**src/rtl/lkwd_pkg.sv**
```systemverilog
package lkwd_pkg;
  localparam int ADDR_W = 6;
  typedef logic [ADDR_W-1:0] addr_t;

  localparam addr_t A_TMO_LO  = 6'h00;
  localparam addr_t A_TMO_HI  = 6'h04;
  localparam addr_t A_CTRL    = 6'h08;
  localparam addr_t A_CLR     = 6'h0C;
  localparam addr_t A_STAT    = 6'h10;
  localparam addr_t A_MASK    = 6'h14;
  localparam addr_t A_CNT_LO  = 6'h18;
  localparam addr_t A_CNT_HI  = 6'h1C;
  localparam addr_t A_KEY     = 6'h20;
  localparam addr_t A_THR_LO  = 6'h2C;
  localparam addr_t A_THR_HI  = 6'h30;

  localparam int C_IRQ_EN = 0;
  localparam int C_RUN    = 1;
  localparam int C_MODE   = 2;
  localparam int C_RST_EN = 3;

  localparam int S_WARN = 0;
  localparam int S_EXP  = 3;
  localparam int S_BUSY = 4;
endpackage

```
**src/rtl/lkwd_regs.sv**
```systemverilog
module lkwd_regs
  import lkwd_pkg::*;
#(
  parameter int HALF_W = 16,
  parameter logic [HALF_W-1:0] UNLOCK_KEY = 16'hE551,
  localparam int CNT_W = 2 * HALF_W
) (
  input  logic              clk,
  input  logic              rst,
  input  logic              bus_wr,
  input  addr_t             bus_addr,
  input  logic [HALF_W-1:0] bus_wdata,
  input  logic [CNT_W-1:0]  cnt_val,
  input  logic              st_warn,
  input  logic              st_exp,
  input  logic              ld_busy,
  output logic [HALF_W-1:0] bus_rdata,
  output logic              en_irq,
  output logic              en_run,
  output logic              en_rst,
  output logic              warn_masked,
  output logic [CNT_W-1:0]  tmo_val,
  output logic [CNT_W-1:0]  thr_val,
  output logic              ld_start,
  output logic              clr_warn,
  output logic              clr_exp
);
  logic [HALF_W-1:0] key_q, tmo_lo, tmo_hi, thr_lo, thr_hi, rd_nxt;
  logic [3:0]        ctrl_q;
  logic              mask_q, open_q, wr_ok;

  assign open_q  = (key_q == UNLOCK_KEY);
  assign wr_ok   = bus_wr && open_q;
  assign tmo_val = {tmo_hi, tmo_lo};
  assign thr_val = {thr_hi, thr_lo};
  assign en_irq  = ctrl_q[C_IRQ_EN];
  assign en_run  = ctrl_q[C_RUN];
  assign en_rst  = ctrl_q[C_RST_EN];
  assign warn_masked = mask_q;

  assign ld_start = wr_ok && (bus_addr == A_TMO_LO || bus_addr == A_TMO_HI ||
                              bus_addr == A_THR_LO || bus_addr == A_THR_HI);
  assign clr_warn = wr_ok && (bus_addr == A_CLR) && bus_wdata[S_WARN];
  assign clr_exp  = wr_ok && (bus_addr == A_CLR) && bus_wdata[S_EXP];

  always_comb begin
    rd_nxt = '0;
    case (bus_addr)
      A_TMO_LO: rd_nxt = tmo_lo;
      A_TMO_HI: rd_nxt = tmo_hi;
      A_THR_LO: rd_nxt = thr_lo;
      A_THR_HI: rd_nxt = thr_hi;
      A_CTRL:   rd_nxt[3:0] = ctrl_q;
      A_MASK:   rd_nxt[0] = mask_q;
      A_CNT_LO: rd_nxt = cnt_val[HALF_W-1:0];
      A_CNT_HI: rd_nxt = cnt_val[CNT_W-1:HALF_W];
      A_KEY:    rd_nxt[0] = open_q;
      A_STAT: begin
        rd_nxt[S_WARN] = st_warn;
        rd_nxt[S_EXP]  = st_exp;
        rd_nxt[S_BUSY] = ld_busy;
      end
      default:  rd_nxt = '0;
    endcase
  end

  always_ff @(posedge clk) begin
    if (rst) begin
      key_q     <= '0;
      tmo_lo    <= '0;
      tmo_hi    <= '0;
      thr_lo    <= '0;
      thr_hi    <= '0;
      ctrl_q    <= '0;
      mask_q    <= 1'b0;
      bus_rdata <= '0;
    end else begin
      bus_rdata <= rd_nxt;
      if (bus_wr && bus_addr == A_KEY) key_q <= bus_wdata;
      if (wr_ok) begin
        case (bus_addr)
          A_TMO_LO: tmo_lo <= bus_wdata;
          A_TMO_HI: tmo_hi <= bus_wdata;
          A_THR_LO: thr_lo <= bus_wdata;
          A_THR_HI: thr_hi <= bus_wdata;
          A_CTRL:   ctrl_q <= bus_wdata[3:0];
          A_MASK:   mask_q <= bus_wdata[0];
          default:  ;
        endcase
      end
    end
  end

  p_locked_ctrl_hold_r3: assert property (@(posedge clk) disable iff (rst)
    (bus_wr && !open_q && bus_addr == A_CTRL) |=> $stable(ctrl_q));
  p_locked_tmo_hold_r3: assert property (@(posedge clk) disable iff (rst)
    (bus_wr && !open_q) |=> ($stable(tmo_val) && $stable(thr_val)));
  p_key_opens_r2: assert property (@(posedge clk) disable iff (rst)
    (bus_wr && bus_addr == A_KEY && bus_wdata == UNLOCK_KEY) |=> open_q);
endmodule

```
**src/rtl/lkwd_loader.sv**
```systemverilog
module lkwd_loader #(
  parameter int LOAD_TICKS = 2,
  localparam int PH_W = $clog2(LOAD_TICKS + 1)
) (
  input  logic clk,
  input  logic rst,
  input  logic tick,
  input  logic start,
  output logic busy,
  output logic go
);
  logic [PH_W-1:0] phase;

  assign go = busy && tick && !start && (phase == PH_W'(LOAD_TICKS - 1));

  always_ff @(posedge clk) begin
    if (rst) begin
      busy  <= 1'b0;
      phase <= '0;
    end else if (start) begin
      busy  <= 1'b1;
      phase <= '0;
    end else if (go) begin
      busy  <= 1'b0;
      phase <= '0;
    end else if (busy && tick) begin
      phase <= phase + PH_W'(1);
    end
  end

  p_start_sets_busy_r5: assert property (@(posedge clk) disable iff (rst)
    start |=> busy);
  p_go_ends_busy_r5: assert property (@(posedge clk) disable iff (rst)
    go |=> !busy);
endmodule

```
**src/rtl/lkwd_counter.sv**
```systemverilog
module lkwd_counter #(
  parameter int CNT_W = 32
) (
  input  logic             clk,
  input  logic             rst,
  input  logic             tick,
  input  logic             run,
  input  logic             irq_en,
  input  logic             rst_en,
  input  logic             go,
  input  logic [CNT_W-1:0] tmo_val,
  input  logic [CNT_W-1:0] thr_val,
  input  logic             clr_warn,
  input  logic             clr_exp,
  output logic [CNT_W-1:0] count,
  output logic             st_warn,
  output logic             st_exp
);
  logic             step;
  logic [CNT_W-1:0] nxt;

  assign step = run && tick && !go && (count != '0);
  assign nxt  = count - CNT_W'(1);

  always_ff @(posedge clk) begin
    if (rst) begin
      count   <= '0;
      st_warn <= 1'b0;
      st_exp  <= 1'b0;
    end else begin
      if (go)        count <= tmo_val;
      else if (step) count <= nxt;

      if (step && irq_en && nxt == thr_val) st_warn <= 1'b1;
      else if (clr_warn)                    st_warn <= 1'b0;

      if (step && rst_en && nxt == '0) st_exp <= 1'b1;
      else if (clr_exp)                st_exp <= 1'b0;
    end
  end

  p_hold_when_off_r6: assert property (@(posedge clk) disable iff (rst)
    (!run && !go) |=> $stable(count));
  p_floor_at_zero_r6: assert property (@(posedge clk) disable iff (rst)
    (count == '0 && !go) |=> (count == '0));
  p_warn_sticky_r7: assert property (@(posedge clk) disable iff (rst)
    (st_warn && !clr_warn) |=> st_warn);
  p_exp_sticky_r8: assert property (@(posedge clk) disable iff (rst)
    (st_exp && !clr_exp) |=> st_exp);
endmodule

```
**src/rtl/lkwd_top.sv**
```systemverilog
module lkwd_top
  import lkwd_pkg::*;
#(
  parameter int HALF_W = 16,
  parameter int LOAD_TICKS = 2,
  parameter logic [HALF_W-1:0] UNLOCK_KEY = 16'hE551,
  localparam int CNT_W = 2 * HALF_W
) (
  input  logic              clk,
  input  logic              rst,
  input  logic              tick,
  input  logic              bus_wr,
  input  logic [ADDR_W-1:0] bus_addr,
  input  logic [HALF_W-1:0] bus_wdata,
  output logic [HALF_W-1:0] bus_rdata,
  output logic              irq,
  output logic              rst_req
);
  logic [CNT_W-1:0] count, tmo_val, thr_val;
  logic st_warn, st_exp, ld_busy, ld_go, ld_start;
  logic en_irq, en_run, en_rst, warn_masked, clr_warn, clr_exp;

  lkwd_regs #(.HALF_W(HALF_W), .UNLOCK_KEY(UNLOCK_KEY)) u_regs (
    .clk(clk), .rst(rst), .bus_wr(bus_wr), .bus_addr(bus_addr),
    .bus_wdata(bus_wdata), .cnt_val(count), .st_warn(st_warn),
    .st_exp(st_exp), .ld_busy(ld_busy), .bus_rdata(bus_rdata),
    .en_irq(en_irq), .en_run(en_run), .en_rst(en_rst),
    .warn_masked(warn_masked), .tmo_val(tmo_val), .thr_val(thr_val),
    .ld_start(ld_start), .clr_warn(clr_warn), .clr_exp(clr_exp)
  );

  lkwd_loader #(.LOAD_TICKS(LOAD_TICKS)) u_loader (
    .clk(clk), .rst(rst), .tick(tick), .start(ld_start),
    .busy(ld_busy), .go(ld_go)
  );

  lkwd_counter #(.CNT_W(CNT_W)) u_counter (
    .clk(clk), .rst(rst), .tick(tick), .run(en_run), .irq_en(en_irq),
    .rst_en(en_rst), .go(ld_go), .tmo_val(tmo_val), .thr_val(thr_val),
    .clr_warn(clr_warn), .clr_exp(clr_exp), .count(count),
    .st_warn(st_warn), .st_exp(st_exp)
  );

  always_ff @(posedge clk) begin
    if (rst) begin
      irq     <= 1'b0;
      rst_req <= 1'b0;
    end else begin
      irq     <= st_warn && !warn_masked;
      rst_req <= st_exp;
    end
  end

  p_mask_blocks_irq_r7: assert property (@(posedge clk) disable iff (rst)
    warn_masked |=> !irq);
  p_exp_drives_req_r8: assert property (@(posedge clk) disable iff (rst)
    st_exp |=> rst_req);
endmodule

```
**config.mk**
```make
export PLATFORM = sky130hd
export DESIGN_NAME = lkwd_top
export DESIGN_NICKNAME = d
export VERILOG_FILES = /design/src/rtl/lkwd_pkg.sv /design/src/rtl/lkwd_regs.sv /design/src/rtl/lkwd_loader.sv /design/src/rtl/lkwd_counter.sv /design/src/rtl/lkwd_top.sv
export SDC_FILE = /design/constraint.sdc
export NUM_CORES = 1
export LEC_CHECK = 0
export BUFFER_PORTS_ARGS = -buffer_cell sky130_fd_sc_hd__clkbuf_2
export CORE_ASPECT_RATIO = 0.6
export CORE_UTILIZATION = 25
export CTS_CLUSTER_DIAMETER = 100
export DETAILED_ROUTE_END_ITERATION = 10
export HOLD_SLACK_MARGIN = 0.03
export PLACE_DENSITY = 0.47
export SYNTH_ARGS = -nofsm -noshare
export SYNTH_HDL_FRONTEND = slang
export SYNTH_SLANG_ARGS = --single-unit
```
**constraint.sdc**
```tcl
create_clock -name clk -period 7.7 [get_ports clk]
set_input_delay 1.54 -clock clk [delete_from_list [all_inputs] [get_ports clk]]
set_output_delay 1.54 -clock clk [all_outputs]
set_load 0.05 [all_outputs]
```
==> out/qor.csv, run 1 <==
metric,value,unit
ys_ff_latch,140,
cellInternalPower,1.213,mW
start_util,25.67,%
clock-root-buffer,clkbuf_16,
die-area,0.03177,sq mm
fillers,3291,
cp-end-kind,register,
gp_congestion,0.9281,
fin_nets,1000,
p_per_area,180.6,mW/mm^2
antenna_found_initial,0,
grt_pass1_vias,6604,
routed_via_density,5.311,
max_slew_margin,26.25,%
die_y,138.5,um
total_power,1.584,mW
dieWidth,229.5,um
ctsResizeCount,0,
p_leak,3.017,nW
cts_hold_buf,0,
synth_edf_count,0,
slowest_stage,o311ai_0,
slew_violations,0,
power.switching_fraction,23.39,%
cts_buffers,17,
worst_pin_slew,1.106,ns
drtPass1Iterations,5,
overflow,0,
worstHoldPathType,reg -> reg,
final_common_cell,nand2_1,
insertion_delay,0.44,ns
io_buffers,43,
timing.final.crit_share,50.63,%
ys_async_sr_fraction,0,%
hpwlAfterDp,22530,um
layout.cells.most_common_list,"212 x nand2_1, 140 x dfxtp_1, 96 x a21oi_1",
seq_area_frac_synth,36.12,%
setup_slack,3.801,ns
worst-endpoint-arrival,4.19,ns
fin_crit,3.899,ns
antenna_left,0,
dr_total_vias,7388,
clkSlewWorstSetupHoldPaths,0.06,ns
crit_path_start_kind,primary input,
synthFlopType,dfxtp_1,
final_util,29.01,%
netlist_area,0.007760,sq mm
htreeDepth,4,
combPwrFrac,3.0,%
max_stage_delay,0.77,ns
clkPwrFrac,51.2,%
p_seq_share,45.8,%
fp.coreArea,0.03023,sq mm
drcViolationCount,0,
critPathKind,in -> reg,
netlist_instances,983,
ys_types,78,
drt_iter0_drc,816,
drv_cap,0,
rsz0062_at_grt,false,
syn-num-nets,1012,
power_switching,370.4,uW
rows,49,
grt_max_degree,103,
cts_tree,built,
num_antenna_cells,0,
setup_viol,0,
clockBufferDepth,2,
hold_viol_final,0,
outcome,"complete, no violations",
wl_per_cell,21.64,um
ios,44,
grt_pass1_wl,44840,um
critPathRequiredTime,7.99,ns
area_delta_synth_final,13.01,%
cp_cell_sequence,clkbuf_2 -> nand2_1 -> o311ai_0 -> nand3_1 -> nand4_2 -> buf_4 -> mux2i_1 -> nor2_1,
yosysWarnings,0,
postCtsSetupBuffers,0,
wl,30100,um
drive_gt1_share,11.50,%
track_usage,19.16,%
postSynthAreaPerCell,7.894,sq um
setup_tns,0,ns
max_freq,256.5,MHz
skew,0.01043,ns
cts_num_sinks,140,
irDropWorstVdd,0.1146,mV
cp_max_fo,61,
place_ws,3.404,ns
-- power groups by stage --
stage / sequential [mW] / combinational (mW) / clock (mW)
global placement: 0.741 / 0.0471 / 0
detailed placement: 0.741 / 0.0472 / 0
floorplan: 0.741 / 0.0238 / 0
global route: 0.724 / 0.0515 / 0.868
CTS: 0.725 / 0.0474 / 0.830
finish: 0.725 / 0.0483 / 0.811
-- layer usage --
metal	GRT usage (%)	part of all wire [%]	routed length, um	up-vias
met2	20.69	34	10090	334
met3	7.446	13	3841	15
met4	4.035	0.64	193	0
li1	-	-	-	3447
met5	0	0	0	-
met1	32.25	53	15980	3592
-- worst max-delay path, delay by kind of cell --
family / cells / cell delay [ns]
compound gates: 1 / 0.77
buf+inv: 2 / 0.97
simple gates: 4 / 0.61
mux: 1 / 0.26
-- cells by family (layout without fill, tap and decap cells) --
logic type | count (synthesis) | count (layout) | share of synthesized area [%]
and+or+nand+nor | 418 | 418 | 26.86
muxes | 13 | 13 | 1.870
xor gates and xnor gates | 78 | 78 | 9.529
AOI/OAI and AO/OA | 237 | 237 | 19.77
DFF | 140 | 140 | 36.12
buffers and inverters | 94 | 94 | 5.369
adders and majority gates | 3 | 3 | 0.4838
-- synth_stat cells (8+ instances only) --
| cell type | n | area share [%] |
|---|---|---|
| a211oi_1 | 31 | 3.0 |
| a21oi_1 | 96 | 6.2 |
| a22oi_1 | 37 | 3.6 |
| a31oi_1 | 16 | 1.3 |
| and2_1 | 8 | 0.64 |
| buf_2 | 17 | 1.1 |
| clkbuf_1 | 51 | 2.5 |
| dfxtp_1 | 140 | 36 |
| inv_1 | 11 | 0.53 |
| mux2i_1 | 10 | 1.3 |
| nand2_1 | 212 | 10 |
| nand3_1 | 17 | 1.1 |
| nand4_1 | 13 | 1.0 |
| nor2_1 | 72 | 3.5 |
| nor3_1 | 12 | 0.77 |
| nor4_1 | 18 | 1.5 |
| o21ai_0 | 11 | 0.71 |
| xnor2_1 | 51 | 5.8 |
| xor2_1 | 23 | 2.6 |
-- through the flow --
| stage | instances | cell area (sq um) | hold WS, ns |
|---|---|---|---|
| floorplan | 983 | 7760 | 0.4124 |
| finish | 1391 | 8770 | 0.4502 |
| detailed placement | 1360 | 8195 | 0.4434 |
| global route | 1391 | 8770 | 0.4634 |
| CTS | 1391 | 8770 | 0.4519 |
| global placement | 1360 | 8195 | 0.4406 |
-- registers in the layout (all words and copies together), names as in the netlist, 2 cells and up --
| signal | cells |
|---|---|
| u_counter.count | 32 |
| u_loader.phase | 2 |
| u_regs.bus_rdata | 16 |
| u_regs.ctrl_q | 4 |
| u_regs.key_q | 16 |
| u_regs.thr_hi | 16 |
| u_regs.thr_lo | 16 |
| u_regs.tmo_hi | 16 |
| u_regs.tmo_lo | 16 |
-- final cells by class --
type | count | area [sq um] | share of cell area, %
Clock buffer | 23 | 488.0 | 5.564
Clock inverter | 8 | 86.33 | 0.9844
Inverter | 11 | 41.29 | 0.4708
Multi-Input combinational cell | 749 | 4556 | 51.95
Sequential cell | 140 | 2803 | 31.96
Tap cell | 408 | 510.5 | 5.821
Timing Repair Buffer | 52 | 285.3 | 3.253
-- final timing paths --
kind,from,end,slack (ns),cells past startpoint
setup reg to reg,u_regs.key_q[1],u_counter.count[27],4.06,8
hold reg to reg,u_regs.key_q[0],u_regs.key_q[0],0.45,2
setup / recovery,bus_addr[4],u_counter.count[27],3.80,8
hold / removal,u_regs.key_q[0],u_regs.key_q[0],0.45,2
(Power assumes the default switching activity.)
==> run 2, diff against run 1 <==
==> constraint.sdc (replaced) <==
create_clock -name clk -period 3.6 [get_ports clk]
set_input_delay 0.72 -clock clk [delete_from_list [all_inputs] [get_ports clk]]
set_output_delay 0.72 -clock clk [all_outputs]
set_load 0.05 [all_outputs]
==> run 2 against run 1 <==
Critical path depth rose by 1. Hold slack improved by 0.0068 ns. Combinational power rose by 120%. Clock power rose by 99%. Design area rose by 2.4%. Largest power group unchanged.
==> out/qor.csv, run 2 (synthesized netlist as in run 1, its figures left out) <==
metric,value,unit,change
outcome,"complete, no violations",,
area_delta_synth_final,15.75,%,
worstHoldPathType,reg -> reg,,
postCtsSetupBuffers,0,,unchanged
htreeDepth,4,,unchanged
cts_tree,built,,
hold_viol_final,0,,unchanged
worst_pin_slew,0.8013,ns,-0.3049 ns
top_register,u_counter.count,,
fp.coreArea,0.03023,sq mm,unchanged
drive_gt1_share,14.45,%,+3.0 points
critPathRequiredTime,3.99,ns,-4.00 ns
worst-endpoint-arrival,3.61,ns,-0.58 ns
cellInternalPower,2.456,mW,+100%
clkPwrFrac,49.3,%,-1.9 points
p_seq_share,47.4,%,+1.6 points
dr_total_vias,7595,,+2.8%
wl,31800,um,+5.6%
fin_crit,3.224,ns,
crit_path_start_kind,register,,
clkSlewWorstSetupHoldPaths,0.07,ns,about the same
cts_num_sinks,140,,unchanged
insertion_delay,0.45,ns,about the same
critPathKind,reg -> reg,,
layout.cells.most_common_list,"212 x nand2_1, 140 x dfxtp_1, 96 x a21oi_1",,
largest_reg_flops,32,,unchanged
slew_violations,0,,unchanged
combPwrFrac,3.3,%,+0.3 points
power_switching,812.7,uW,+120%
die_y,138.5,um,unchanged
ctsResizeCount,0,,unchanged
p_per_area,363.9,mW/mm^2,+100%
cts_hold_buf,0,,unchanged
place_ws,0.4920,ns,-2.912 ns
routed_via_density,5.330,,+0.35%
max_slew_margin,46.58,%,+20 points
antenna_left,0,,unchanged
hpwlAfterDp,24040,um,+6.7%
grt_pass1_vias,6844,,+3.6%
antenna_found_initial,0,,unchanged
irDropWorstVdd,0.2467,mV,+120%
timing.final.crit_share,89.56,%,
setup_slack,0.3759,ns,-3.425 ns
gp_congestion,0.9970,,+7.4%
clock-root-buffer,clkbuf_16,,
fin_nets,1033,,+3.3%
cp_max_fo,10,,-84%
grt_max_degree,74,,-28%
drv_cap,0,,unchanged
setup_tns,0,ns,unchanged
dieWidth,229.5,um,unchanged
track_usage,19.98,%,+0.82 points
drtPass1Iterations,6,,+1
p_leak,3.174,nW,+5.2%
cts_buffers,17,,unchanged
power.switching_fraction,24.86,%,+1.5 points
wl_per_cell,22.31,um,+3.1%
cp-end-kind,register,,
num_antenna_cells,0,,unchanged
rows,49,,unchanged
max_freq,310.2,MHz,
overflow,0,,unchanged
rsz0062_at_grt,false,,
drcViolationCount,0,,unchanged
clockBufferDepth,2,,unchanged
grt_pass1_wl,46360,um,+3.4%
start_util,25.67,%,unchanged
final_common_cell,nand2_1,,
die-area,0.03177,sq mm,unchanged
skew,0.01535,ns,+0.004915 ns
setup_viol,0,,unchanged
ios,44,,unchanged
drt_iter0_drc,959,,+18%
io_buffers,43,,unchanged
==> run 2: cell count changes in the layout (fill, tap and decap cells not counted), sizes merged <==
cell | before | now
buf | 10 | 43
bufinv | 1 | 0
clkbuf | 65 | 61
clkinv | 3 | 6
inv | 11 | 14
==> run 2: area by class of cell <==
type                            count  area [sq um]
Clock buffer                       19         432.9
Clock inverter                     13         93.84
Sequential cell                   140          2803
Fill cell                        3288         21240
Multi-Input combinational cell    749          4556
Timing Repair Buffer               85         545.5
Tap cell                          408         510.5
Inverter                           11         41.29
==> run 2: path summary, 6_finish.rpt <==
kind / cells after the start / end / slack [ns] / from
worst max-delay path: 9 / u_counter.st_warn / 0.38 / u_counter.count[0]
worst min-delay path: 2 / u_regs.key_q[0] / 0.46 / u_regs.key_q[0]
worst max register to register: 9 / u_counter.st_warn / 0.38 / u_counter.count[0]
worst min register to register: 2 / u_regs.key_q[0] / 0.46 / u_regs.key_q[0]
==> run 2: per-stage QoR <==
step | std cells | power (mW) | utilization (%) | area (sq um) | hold WS (ns)
floorplan | 983 | 1.635 | - | 7760 | 0.4124
global placement | 1393 | 1.690 | 27.98 | 8456 | 0.4372
detailed placement | 1393 | 1.689 | 27.98 | 8456 | 0.4469
CTS | 1425 | 3.297 | 29.72 | 8982 | 0.4553
global route | 1425 | 3.381 | 29.72 | 8982 | 0.4666
finish | 1425 | 3.269 | 29.72 | 8982 | 0.4570
==> run 2: metal layers <==
metal  routed length (um)  global-route usage, %
met4                  332                  3.930
met1                16090                  32.26
met2                10880                  22.56
met3                 4489                  8.849
met5                    0                      0
==> run 2: critical path, cell delays in order, from the launching register on <==
cell and delay [ns]:
dfxtp_1 0.41, inv_1 0.10, ha_1 0.34, nor4b_4 0.45
nand2_2 0.23, nor4_1 0.61, xnor2_1 0.23, o2111ai_1 0.16
nor4_1 0.45, a21o_1 0.18
==> run 2: power groups by stage <==
stage               clock (mW)  combinational, mW  sequential, mW
detailed placement           0              0.105            1.58
global route              1.72              0.114            1.55
finish                    1.61              0.108            1.55
floorplan                    0             0.0509            1.58
global placement             0              0.106            1.58
CTS                       1.64              0.105            1.55
==> run 3, diff against run 2 <==
--- a/config.mk
+++ b/config.mk
@@ -6,12 +6,14 @@
 export NUM_CORES = 1
 export LEC_CHECK = 0
 export BUFFER_PORTS_ARGS = -buffer_cell sky130_fd_sc_hd__clkbuf_2
+export CELL_PAD_IN_SITES_DETAIL_PLACEMENT = 1
+export CELL_PAD_IN_SITES_GLOBAL_PLACEMENT = 1
 export CORE_ASPECT_RATIO = 0.6
 export CORE_UTILIZATION = 25
 export CTS_CLUSTER_DIAMETER = 100
 export DETAILED_ROUTE_END_ITERATION = 10
 export HOLD_SLACK_MARGIN = 0.03
-export PLACE_DENSITY = 0.47
+export PLACE_DENSITY = 0.57
 export SYNTH_ARGS = -nofsm -noshare
 export SYNTH_HDL_FRONTEND = slang
 export SYNTH_SLANG_ARGS = --single-unit
==> run 3 against run 2 <==
Final cell count up 0.14%. Register-to-register slack better by 0.05 ns. Sequential power about the same. Sequential share of layout area down 0.23 points. Clock skew down 0.0053 ns. Global-route usage up 1.9 points. Die area unchanged. Wire length up 8.2%. Clock power up 9.9%. Largest power group unchanged. Highest routed layer unchanged.
==> out/qor.csv, run 3 (synthesized netlist as in run 1, its figures left out) <==
metric,value,unit,change
ctsResizeCount,0,,unchanged
insertion_delay,0.45,ns,about the same
gp_congestion,0.9454,,-5.2%
timing.final.crit_share,88.22,%,-1.3 points
cts_tree,built,,
fin_crit,3.176,ns,-0.04821 ns
overflow,0,,unchanged
critPathKind,reg -> reg,,
drive_gt1_share,14.83,%,+0.38 points
cts_hold_buf,0,,unchanged
drt_iter0_drc,680,,-29%
clkSlewWorstSetupHoldPaths,0.07,ns,about the same
clockBufferDepth,2,,unchanged
worstHoldPathType,reg -> reg,,
drcViolationCount,0,,unchanged
area_delta_synth_final,16.61,%,
total_power,3.429,mW,+4.9%
final_cells,1427,,+0.14%
rows,49,,unchanged
io_buffers,43,,unchanged
grt_pass1_vias,7452,,+8.9%
antenna_left,0,,unchanged
layout.cells.most_common_list,"212 x nand2_1, 140 x dfxtp_1, 96 x a21oi_1",,
die_y,138.5,um,unchanged
setup_tns,0,ns,unchanged
hold_viol_final,0,,unchanged
skew,0.01000,ns,-0.005347 ns
antenna_found_initial,0,,unchanged
final_common_cell,nand2_1,,
grt_max_degree,62,,-16%
largest_reg_flops,32,,unchanged
die-area,0.03177,sq mm,unchanged
crit_path_start_kind,register,,
worst_pin_slew,0.9839,ns,+0.1826 ns
drtPass1Iterations,7,,+1
drv_cap,0,,unchanged
routed_via_density,5.426,,+1.8%
track_usage,21.91,%,+1.9 points
dieWidth,229.5,um,unchanged
p_leak,3.196,nW,+0.71%
dp_cells,1394,,+0.072%
cts_buffers,17,,unchanged
critPathRequiredTime,4.00,ns,about the same
clock-root-buffer,clkbuf_16,,
dr_total_vias,7743,,+1.9%
cts_num_sinks,140,,unchanged
start_util,25.67,%,unchanged
max_freq,314.9,MHz,+1.5%
hpwlAfterDp,26200,um,+9.0%
irDropWorstVdd,0.2605,mV,+5.6%
max_slew_margin,34.16,%,-12 points
wl,34410,um,+8.2%
top_register,u_counter.count,,
worst-endpoint-arrival,3.58,ns,-0.03 ns
grt_pass1_wl,50890,um,+9.8%
slew_violations,0,,unchanged
wl_per_cell,24.11,um,+8.1%
postCtsSetupBuffers,0,,unchanged
fp.coreArea,0.03023,sq mm,unchanged
rsz0062_at_grt,false,,
setup_viol,0,,unchanged
cp-end-kind,register,,
htreeDepth,4,,unchanged
p_per_area,378.9,mW/mm^2,+4.1%
ios,44,,unchanged
outcome,"complete, no violations",,
fin_nets,1034,,+0.097%
cp_max_fo,9,,-1
-- run 3: cell types whose count changed in the layout (fill, tap and decap cells not counted), sizes merged --
cell / previous run / this run
inv: 14 / 19
clkinv: 6 / 3
clkbuf: 61 / 59
buf: 43 / 44
bufinv: 0 / 1
clkinvlp: 4 / 3
diode: 0 / 1
-- run 3: path summary, 6_finish.rpt --
path	from	end	slack [ns]	cells past startpoint
setup / recovery	u_counter.count[15]	u_counter.st_warn	0.42	7
hold / removal	u_regs.key_q[1]	u_regs.key_q[1]	0.45	2
setup reg to reg	u_counter.count[15]	u_counter.st_warn	0.42	7
hold reg to reg	u_regs.key_q[1]	u_regs.key_q[1]	0.45	2
-- run 3: through the flow --
| step | hold WS [ns] | setup WS (ns) | instance area, sq um | util (%) |
|---|---|---|---|---|
| floorplan | 0.4124 | 0.9208 | 7760 | - |
| global placement | 0.4392 | 0.5353 | 8468 | 28.02 |
| detailed placement | 0.4464 | 0.4947 | 8468 | 28.02 |
| CTS | 0.4551 | 0.4911 | 9046 | 29.93 |
| global route | 0.4775 | 0.2872 | 9046 | 29.93 |
| finish | 0.4517 | 0.4242 | 9049 | 29.94 |
-- run 3: worst max-delay path, stage by stage, from the launching register on --
cell and delay (ns):
dfxtp_1 0.48, nor2_1 0.39, nand4_1 0.60, nor4_4 0.53, xnor2_1 0.17, a221o_1 0.40
nor4_1 0.37, a21o_1 0.17
-- run 3: layout make-up --
class / instances / area, sq um
timing repair buffer: 86 / 553.0
clock buffer: 17 / 425.4
multi-input combinational: 749 / 4561
clock inverter: 15 / 152.6
inverter: 11 / 41.29
sequential: 140 / 2803
antenna: 1 / 2.502
tap: 408 / 510.5
fill: 3609 / 21180
-- run 3: metal layers --
metal,vias to the layer above,track usage [%],wire (um)
li1,3522,-,-
met2,314,26.24,12340
met4,0,5.228,468
met3,34,7.941,3566
met5,-,0,0
met1,3873,34.96,18030
-- run 3: report_power, final --
part,switching [mW],internal (mW)
registers,0.000333,1.55
logic,0.0853,0.0268
clock network,0.794,0.973
